File: src/rtl/evcp_pkg.sv
package evcp_pkg;
  localparam int NUM_CH    = 2;
  localparam int ADDR_W    = 3;
  localparam int CTRL_ADDR = 0;
  localparam int CNT_BASE  = 1;

  typedef struct packed {
    logic snap;
    logic casc;
    logic pol_b;
    logic pol_a;
  } ctrl_t;
endpackage

File: src/rtl/evcp_sync_edge.sv
module evcp_sync_edge #(
  parameter int STAGES = 2
) (
  input  logic clk,
  input  logic rst_n,
  input  logic pin,
  input  logic pol,
  output logic evt
);
  logic [STAGES-1:0] sync_q, sync_d;
  logic              last_q, last_d;
  logic              lvl;

  always_comb begin
    sync_d = {sync_q[STAGES-2:0], pin};
    last_d = sync_q[STAGES-1];
  end

  always_ff @(posedge clk or negedge rst_n) begin
    if (!rst_n) begin
      sync_q <= '0;
      last_q <= 1'b0;
    end else begin
      sync_q <= sync_d;
      last_q <= last_d;
    end
  end

  assign lvl = sync_q[STAGES-1];
  assign evt = pol ? (lvl & ~last_q) : (~lvl & last_q);
endmodule

File: src/rtl/evcp_counter.sv
module evcp_counter #(
  parameter int CNT_W = 16
) (
  input  logic               clk,
  input  logic               rst_n,
  input  logic               inc,
  input  logic [CNT_W/8-1:0] wr_be,
  input  logic [7:0]         wr_byte,
  output logic [CNT_W-1:0]   cnt,
  output logic               carry
);
  localparam int NB = CNT_W / 8;

  logic [CNT_W-1:0] cnt_q, cnt_d;
  logic             cnt_en;
  logic             any_wr;

  assign any_wr = |wr_be;
  assign cnt_en = inc | any_wr;

  always_comb begin
    cnt_d = cnt_q;
    if (any_wr) begin
      for (int b = 0; b < NB; b++) begin
        if (wr_be[b]) cnt_d[b*8 +: 8] = wr_byte;
      end
    end else if (inc) begin
      cnt_d = cnt_q + CNT_W'(1);
    end
  end

  always_ff @(posedge clk or negedge rst_n) begin
    if (!rst_n)      cnt_q <= '0;
    else if (cnt_en) cnt_q <= cnt_d;
  end

  assign cnt   = cnt_q;
  assign carry = inc & ~any_wr & (&cnt_q);
endmodule

File: src/rtl/evcp_snap.sv
module evcp_snap #(
  parameter int W = 32
) (
  input  logic         clk,
  input  logic         rst_n,
  input  logic         freeze,
  input  logic [W-1:0] live,
  output logic [W-1:0] held
);
  logic [W-1:0] held_q;
  logic         load_en;

  assign load_en = ~freeze;

  always_ff @(posedge clk or negedge rst_n) begin
    if (!rst_n)       held_q <= '0;
    else if (load_en) held_q <= live;
  end

  assign held = held_q;
endmodule

File: src/rtl/evcp_regif.sv
module evcp_regif
  import evcp_pkg::*;
#(
  parameter int CNT_W = 16
) (
  input  logic                                clk,
  input  logic                                rst_n,
  input  logic                                wr_en,
  input  logic [ADDR_W-1:0]                   wr_addr,
  input  logic [7:0]                          wr_data,
  input  logic [ADDR_W-1:0]                   rd_addr,
  input  logic [NUM_CH*CNT_W-1:0]             held,
  output ctrl_t                               ctrl,
  output logic [NUM_CH-1:0][CNT_W/8-1:0]      wr_be,
  output logic [7:0]                          rd_data
);
  localparam int NB      = CNT_W / 8;
  localparam int N_BYTES = NUM_CH * NB;

  ctrl_t ctrl_q, ctrl_d;
  logic  ctrl_en;

  assign ctrl_en = wr_en && (wr_addr == ADDR_W'(CTRL_ADDR));

  always_comb begin
    ctrl_d = ctrl_q;
    if (ctrl_en) ctrl_d = ctrl_t'(wr_data[3:0]);
  end

  always_ff @(posedge clk or negedge rst_n) begin
    if (!rst_n)       ctrl_q <= '0;
    else if (ctrl_en) ctrl_q <= ctrl_d;
  end

  assign ctrl = ctrl_q;

  for (genvar ch = 0; ch < NUM_CH; ch++) begin : g_dec_ch
    for (genvar b = 0; b < NB; b++) begin : g_dec_b
      assign wr_be[ch][b] = wr_en && (wr_addr == ADDR_W'(CNT_BASE + ch*NB + b));
    end
  end

  always_comb begin
    rd_data = '0;
    if (rd_addr == ADDR_W'(CTRL_ADDR)) begin
      rd_data = {4'b0000, ctrl_q};
    end else begin
      for (int k = 0; k < N_BYTES; k++) begin
        if (rd_addr == ADDR_W'(CNT_BASE + k)) rd_data = held[k*8 +: 8];
      end
    end
  end
endmodule

File: src/rtl/evcp_top.sv
module evcp_top
  import evcp_pkg::*;
#(
  parameter int CNT_W       = 16,
  parameter int SYNC_STAGES = 2
) (
  input  logic              clk,
  input  logic              rst_n,
  input  logic [NUM_CH-1:0] ev_pin,
  input  logic              wr_en,
  input  logic [ADDR_W-1:0] wr_addr,
  input  logic [7:0]        wr_data,
  input  logic [ADDR_W-1:0] rd_addr,
  output logic [7:0]        rd_data
);
  localparam int NB    = CNT_W / 8;
  localparam int TOT_W = NUM_CH * CNT_W;

  logic rst_meta_q, rst_q;

  always_ff @(posedge clk or negedge rst_n) begin
    if (!rst_n) begin
      rst_meta_q <= 1'b0;
      rst_q      <= 1'b0;
    end else begin
      rst_meta_q <= 1'b1;
      rst_q      <= rst_meta_q;
    end
  end

  ctrl_t                         ctrl_q;
  logic [NUM_CH-1:0][NB-1:0]     wr_be;
  logic [TOT_W-1:0]              cnt_all, held_all;
  logic [NUM_CH-1:0]             evt, inc, carry, pol;

  assign pol = {ctrl_q.pol_b, ctrl_q.pol_a};

  evcp_regif #(.CNT_W(CNT_W)) u_regif (
    .clk     (clk),
    .rst_n   (rst_q),
    .wr_en   (wr_en),
    .wr_addr (wr_addr),
    .wr_data (wr_data),
    .rd_addr (rd_addr),
    .held    (held_all),
    .ctrl    (ctrl_q),
    .wr_be   (wr_be),
    .rd_data (rd_data)
  );

  for (genvar ch = 0; ch < NUM_CH; ch++) begin : g_ch
    evcp_sync_edge #(.STAGES(SYNC_STAGES)) u_edge (
      .clk   (clk),
      .rst_n (rst_q),
      .pin   (ev_pin[ch]),
      .pol   (pol[ch]),
      .evt   (evt[ch])
    );

    if (ch == 0) begin : g_first
      assign inc[ch] = evt[ch];
    end else begin : g_chain
      assign inc[ch] = ctrl_q.casc ? carry[ch-1] : evt[ch];
    end

    evcp_counter #(.CNT_W(CNT_W)) u_cnt (
      .clk     (clk),
      .rst_n   (rst_q),
      .inc     (inc[ch]),
      .wr_be   (wr_be[ch]),
      .wr_byte (wr_data),
      .cnt     (cnt_all[ch*CNT_W +: CNT_W]),
      .carry   (carry[ch])
    );
  end

  evcp_snap #(.W(TOT_W)) u_snap (
    .clk    (clk),
    .rst_n  (rst_q),
    .freeze (ctrl_q.snap),
    .live   (cnt_all),
    .held   (held_all)
  );
endmodule

File: config.mk
export PLATFORM = sky130hd
export DESIGN_NAME = evcp_top
export DESIGN_NICKNAME = d
export VERILOG_FILES = /design/src/rtl/evcp_pkg.sv /design/src/rtl/evcp_sync_edge.sv /design/src/rtl/evcp_counter.sv /design/src/rtl/evcp_snap.sv /design/src/rtl/evcp_regif.sv /design/src/rtl/evcp_top.sv
export SDC_FILE = /design/constraint.sdc
export NUM_CORES = 1
export LEC_CHECK = 0
export CORE_MARGIN = 5
export CORE_UTILIZATION = 31
export DETAILED_ROUTE_END_ITERATION = 10
export GPL_ROUTABILITY_DRIVEN = 0
export HOLD_SLACK_MARGIN = 0.1
export SYNTH_ARGS = -nofsm -noshare
export SYNTH_HDL_FRONTEND = slang
export SYNTH_SLANG_ARGS = --single-unit
File: constraint.sdc
create_clock -name clk -period 6.4 [get_ports clk]
set_input_delay 1.28 -clock clk [delete_from_list [all_inputs] [get_ports clk]]
set_output_delay 1.28 -clock clk [all_outputs]
set_load 0.01 [all_outputs]
=== Yosys cells after proc, flatten, opt, wreduce, memory -nomap -nowiden ===
Index checks and enable logic that the tools add are counted.

* Muxes and demuxes: 16
* Eq/ne operators: 12
* Bitwise logic cells: 13
* Reduce and logical (&&, ||, !) cells: 16
* Add/sub/neg operators: 2

{| class="wikitable"
|+ Operator list
! kind !! number
|-
| $mux 8 || 9
|-
| $mux 16 || 4
|-
| $add 16x1->16 const B || 2
|-
| $reduce_and 16->1 || 1
|-
| $eq 3x2->1 const B || 4
|-
| $reduce_and 3->1 || 4
|-
| $ne 2x1->1 const B || 4
|-
| $and 1x1->1 || 6
|-
| $eq 3x1->1 const B || 2
|-
| $eq 3x3->1 const B || 2
|-
| $logic_not 3->1 || 2
|-
| $logic_and 1x1->1 || 5
|-
| $not 1->1 || 5
|-
| $reduce_bool 2->1 || 2
|-
| $reduce_or 2->1 || 2
|-
| $mux 1 || 3
|-
| $or 1x1->1 || 2
|}

* Output and inout bits: 8
* Input bits: 19
* Flip-flop bits (word level): 76

=== Logic depth before layout (Yosys ltp) ===
* Depth after elaboration: 9
* Gate-level depth with buffers: 8
* Mapped depth without buffers: 7

=== Hierarchy ===
From an unflattened synthesis, not the netlist that was laid out.

* Cells, all modules: 363
* Area, all modules: 4144.0 sq um

{| class="wikitable"
|+ By module, submodules not included
! module !! cells each !! seq. area each (sq um) !! area an instance (sq um) !! times used
|-
| evcp_snap || 68 || 800.8 || 1345.0 || 1
|-
| evcp_counter (g_ch[1].u_cnt) || 116 || 400.4 || 1079.8 || 1
|-
| evcp_counter (g_ch[0].u_cnt) || 112 || 400.4 || 950.9 || 1
|-
| evcp_regif || 51 || 100.1 || 504.2 || 1
|-
| evcp_sync_edge || 6 || 75.1 || 97.6 || 2
|-
| evcp_top || 4 || 50.0 || 68.8 || 1
|}

=== Worst setup path after synthesis ===
OpenSTA, ideal clock, no wires.

* Kind: input to output
* From: input rd_addr[1]
* To: output rd_data[0]
* Arrival: 2351 ps
* Stages on the path: 4
* Slack: 2769 ps
* Path buffers: 1
* Path through: clkbuf_1 -> mux4_2 -> inv_1 -> o21ai_0

* Cells in the longest elaborated chain, start to end: 6
* Elaborated cells on any way between the ends: 10

{| class="wikitable"
|+ RTL lines
! what !! line !! source
|-
| start, declared || evcp_top.sv:13 || <nowiki>input logic [ADDR_W-1:0] rd_addr,</nowiki>
|-
| $eq 3x1->1 || evcp_regif.sv:49 || <nowiki>if (rd_addr == ADDR_W'(CNT_BASE + k)) rd_data = held[k*8 +: 8];</nowiki>
|-
| $mux 8 (4 in series) || evcp_regif.sv:49 ||
|-
| $mux 8 * || evcp_regif.sv:45 || <nowiki>if (rd_addr == ADDR_W'(CTRL_ADDR)) begin</nowiki>
|-
| end, declared || evcp_top.sv:14 || <nowiki>output logic [7:0] rd_data</nowiki>
|}

Every way passes the cells marked *; elsewhere a longest branch is shown, timed or not.

=== Worst setup path in the final report ===
Ends and elaborated chain as after synthesis.

==> run_results.csv <==
group,metric,value,unit
run_status,status,"completed",
clocking,post_cts_buffers,0,
critical_path,reg2reg_slack,4020,ps
finish,layout.nets,407,
clocking,cts_buffer_depth,2,
critical_path,end_kind,"output pin",
synth,synth_fa_ha_area_frac,0.00629,
clocking,path_clk_slew,50,ps
pwr,p_switching,0.575,mW
synth,synth_cell_types,56,
synth,synth_area_leaders,"dfrtp_1, mux2_2, nand2_1, a21oi_1, o21ai_0",
synth,synthCells,365,
timing,min_period,4540,ps
synth,yosysSeqAreaShare,0.478,
synth,netlist.area_leader.share,0.478,
floorplanning,die_w,123,um
floorplanning,start_util,0.315,
timing,hold_viol,0,
synth,synth_compound_area_frac,0.153,
clocking,cts_root_buf,"clkbuf_16",
timing,period_share,0.709,
critical_path,cp_data_arrival_time,3260,ps
clocking,worst_skew_pair.late_latency,340,ps
synth,synth_ff_type,"dfrtp_1",
floorplanning,die-area,15200,um^2
timing,finalSetupViolations,0,
timing,fmax,220,MHz
pwr,irDropWorstVdd,135,uV
pwr,powerDensity,381,nW/um^2
pwr,seqPwrFrac,0.465,
timing,fin_skew,4.64,ps
finish,area_growth,17.6,%
clocking,cts_tree,"yes",
finish,design_area,4680,um^2
routing,drtPass1Iterations,4,
timing,worstMarginPinSlew,1200,ps
routing,vias_per_cell,5.12,
synth,yosysMostFrequentCell,"dfrtp_1",
critical_path,r2r_cells,6,
critical_path,r2r-end,"g_ch[0].u_cnt.cnt[6]",
place,hpwl,7020,um
place,dp.cells,547,
synth,synthArstFlopShare,1.00,
critical_path,r2r_start,"u_regif.ctrl[0]",
grt,antenna_found_initial,0,
min_path,hp-start,"g_ch[1].u_edge.sync_q[0]",
place,io_buffer_count,26,
floorplanning,boundaryPins,27,
floorplanning,dieHeight,123,um
routing,avgRoutedWirePerCell,17.0,um
clocking,cts_hold_buf,0,
synth,synth_seq_cells,76,
routing,drc,0,
run,drv_cap,0,
grt,grt_pass1_wl,15800,um
synth,postSynthAreaPerCell,10.9,um^2
pwr,pwr-share-comb,0.263,
synth,yosysWarnings,0,
grt,grt_start_max_net_pins,75,
pwr,leakagePower,1.81,nW
synth,synth_mux_area_frac,0.140,
timing,holdWs,347,ps
finish,drive_gt1_frac,0.205,
routing,first_iter_violations,266,
synth,synth_edf_count,0,
synth,syn_area,3980,um^2
floorplanning,num_rows,41,
min_path,min_path_type,"flop to flop",
clocking,cts_buffers,9,
pwr,clockPowerShare,0.271,
timing,maxSlewViolCount,0,
timing,tns,0,ps
finish,final_cell_count_no_fill,563,
finish,ff_latch_area,1900,um^2
min_path,hold_path_end,"g_ch[1].u_edge.sync_q[1]",
synth,synthXorXnorAreaFrac,0.0308,
place,dpl-instance-area,4400,um^2
critical_path,worstSetupStartpointType,"input port",
synth,synth_common_cells,"dfrtp_1, mux2_2, nand2_1",
min_path,whs_path_depth,0,
critical_path,required,5120,ps
finish,fillers,1264,
grt,grt_pass1_vias,2900,
pwr,internal_power,1.21,mW
synth,synth_top_family_by_area,"simple AND/OR/NAND/NOR gates",
routing,final_antenna_net_count,0,
critical_path,path_class,"input port to output pin",
clocking,cts_sinks,76,
critical_path,crit_fanout,10,
grt,track_usage,0.138,
pwr,p_sw_frac,0.323,
finish,num_antenna_cells,0,
grt,gr-total-overflow,0,
synth,synth-simple-area-share,0.162,
synth,yosys.area.top_type,"dfrtp_1",
clocking,htree_num_levels,3,
timing,slew_headroom,0.201,
routing,finalWirelength,9580,um
routing,num_vias,2883,
clocking,cts.repair.resized,0,
finish,multiInputGateArea,1970,um^2
floorplanning,core_area,12600,um^2
timing,rsz0062_at_grt,"false",
synth,syn-num-nets,386,
[state kept, by name (all words and copies together) (netlist names)]
name,count
rst_q,1
u_snap.held,32
g_ch.u_edge.last_q,2
g_ch.u_edge.sync_q,4
u_regif.ctrl,4
g_ch.u_cnt.cnt,32
rst_meta_q,1
[kinds of logic (layout without fill, tap and decap cells)]
kind of cell             after synthesis  after routing
AND/OR/NAND/NOR                      112            112
AO/OA/AOI/OAI                         88             88
flip-flops                            76             76
multiplexers                          46             46
buffers and inverters                 26             52
XOR/XNOR                              14             14
adder cells (fa/ha/maj)                2              2
other                                  1              1
[worst max-delay path, stage by stage]
cell and delay (ps):
clkdlybuf4s50_1 780, mux4_2 560, inv_1 60, o21ai_0 60
clkdlybuf4s50_1 510
[through the flow]
| step | setup WS (ps) | power (mW) | utilization |
|---|---|---|---|
| 2_1_floorplan | 2770 | 1.14 | - |
| 3_3_place_gp | 1850 | 1.29 | 0.348 |
| 3_5_place_dp | 1810 | 1.31 | 0.348 |
| 4_1_cts | 1810 | 1.80 | 0.371 |
| 5_1_grt | 1700 | 1.89 | 0.371 |
| 6_report | 1860 | 1.78 | 0.371 |
[worst max path at each step]
stage                          start    endpoint  slack (ps)  cells after the start
after global placement    rd_addr[1]  rd_data[0]        1850                      5
after detailed placement  rd_addr[1]  rd_data[2]        1810                      5
final                     rd_addr[1]  rd_data[0]        1860                      5
after CTS                 rd_addr[1]  rd_data[2]        1810                      5
after floorplan           rd_addr[1]  rd_data[0]        2770                      4
after global routing      rd_addr[0]  rd_data[6]        1700                      5
[metal layers]
layer  vias up  wire [um]  global-route usage
li1       1374          -                   -
met1      1439       4360               0.182
met2        53       4660               0.221
met3        17        351              0.0247
met4         0        213              0.0616
met5         -          0                   0
[cells in the final DEF (no fill, tap or decap), types with 6 or more instances in the layout]
| master | n |
|---|---|
| dfrtp_1 | 75 |
| mux2_2 | 36 |
| nand2_1 | 32 |
| clkdlybuf4s50_1 | 26 |
| a21oi_1 | 23 |
| nor2_1 | 21 |
| o21ai_0 | 18 |
| nand3_1 | 17 |
| xnor2_1 | 10 |
| clkbuf_16 | 9 |
| o22ai_1 | 8 |
| inv_1 | 7 |
| and3_1 | 7 |
| mux2i_1 | 6 |
[power groups by stage]
stage	Combinational, mW	Sequential, mW	Clock, mW
2_1_floorplan	0.375	0.764	0
4_1_cts	0.474	0.830	0.492
5_1_grt	0.524	0.857	0.510
6_report	0.469	0.829	0.483
3_3_place_gp	0.457	0.831	0
3_5_place_dp	0.470	0.838	0
[final cells by class]
cell class                 instances  share of cell area
clock inverter                     1             0.00107
sequential                        76               0.407
timing repair buffer              29              0.0604
inverter                           7             0.00561
clock buffer                      15              0.0594
multi-input combinational        263               0.421
tap                              172              0.0460
No activity file was read; power rests on OpenSTA's default activity.
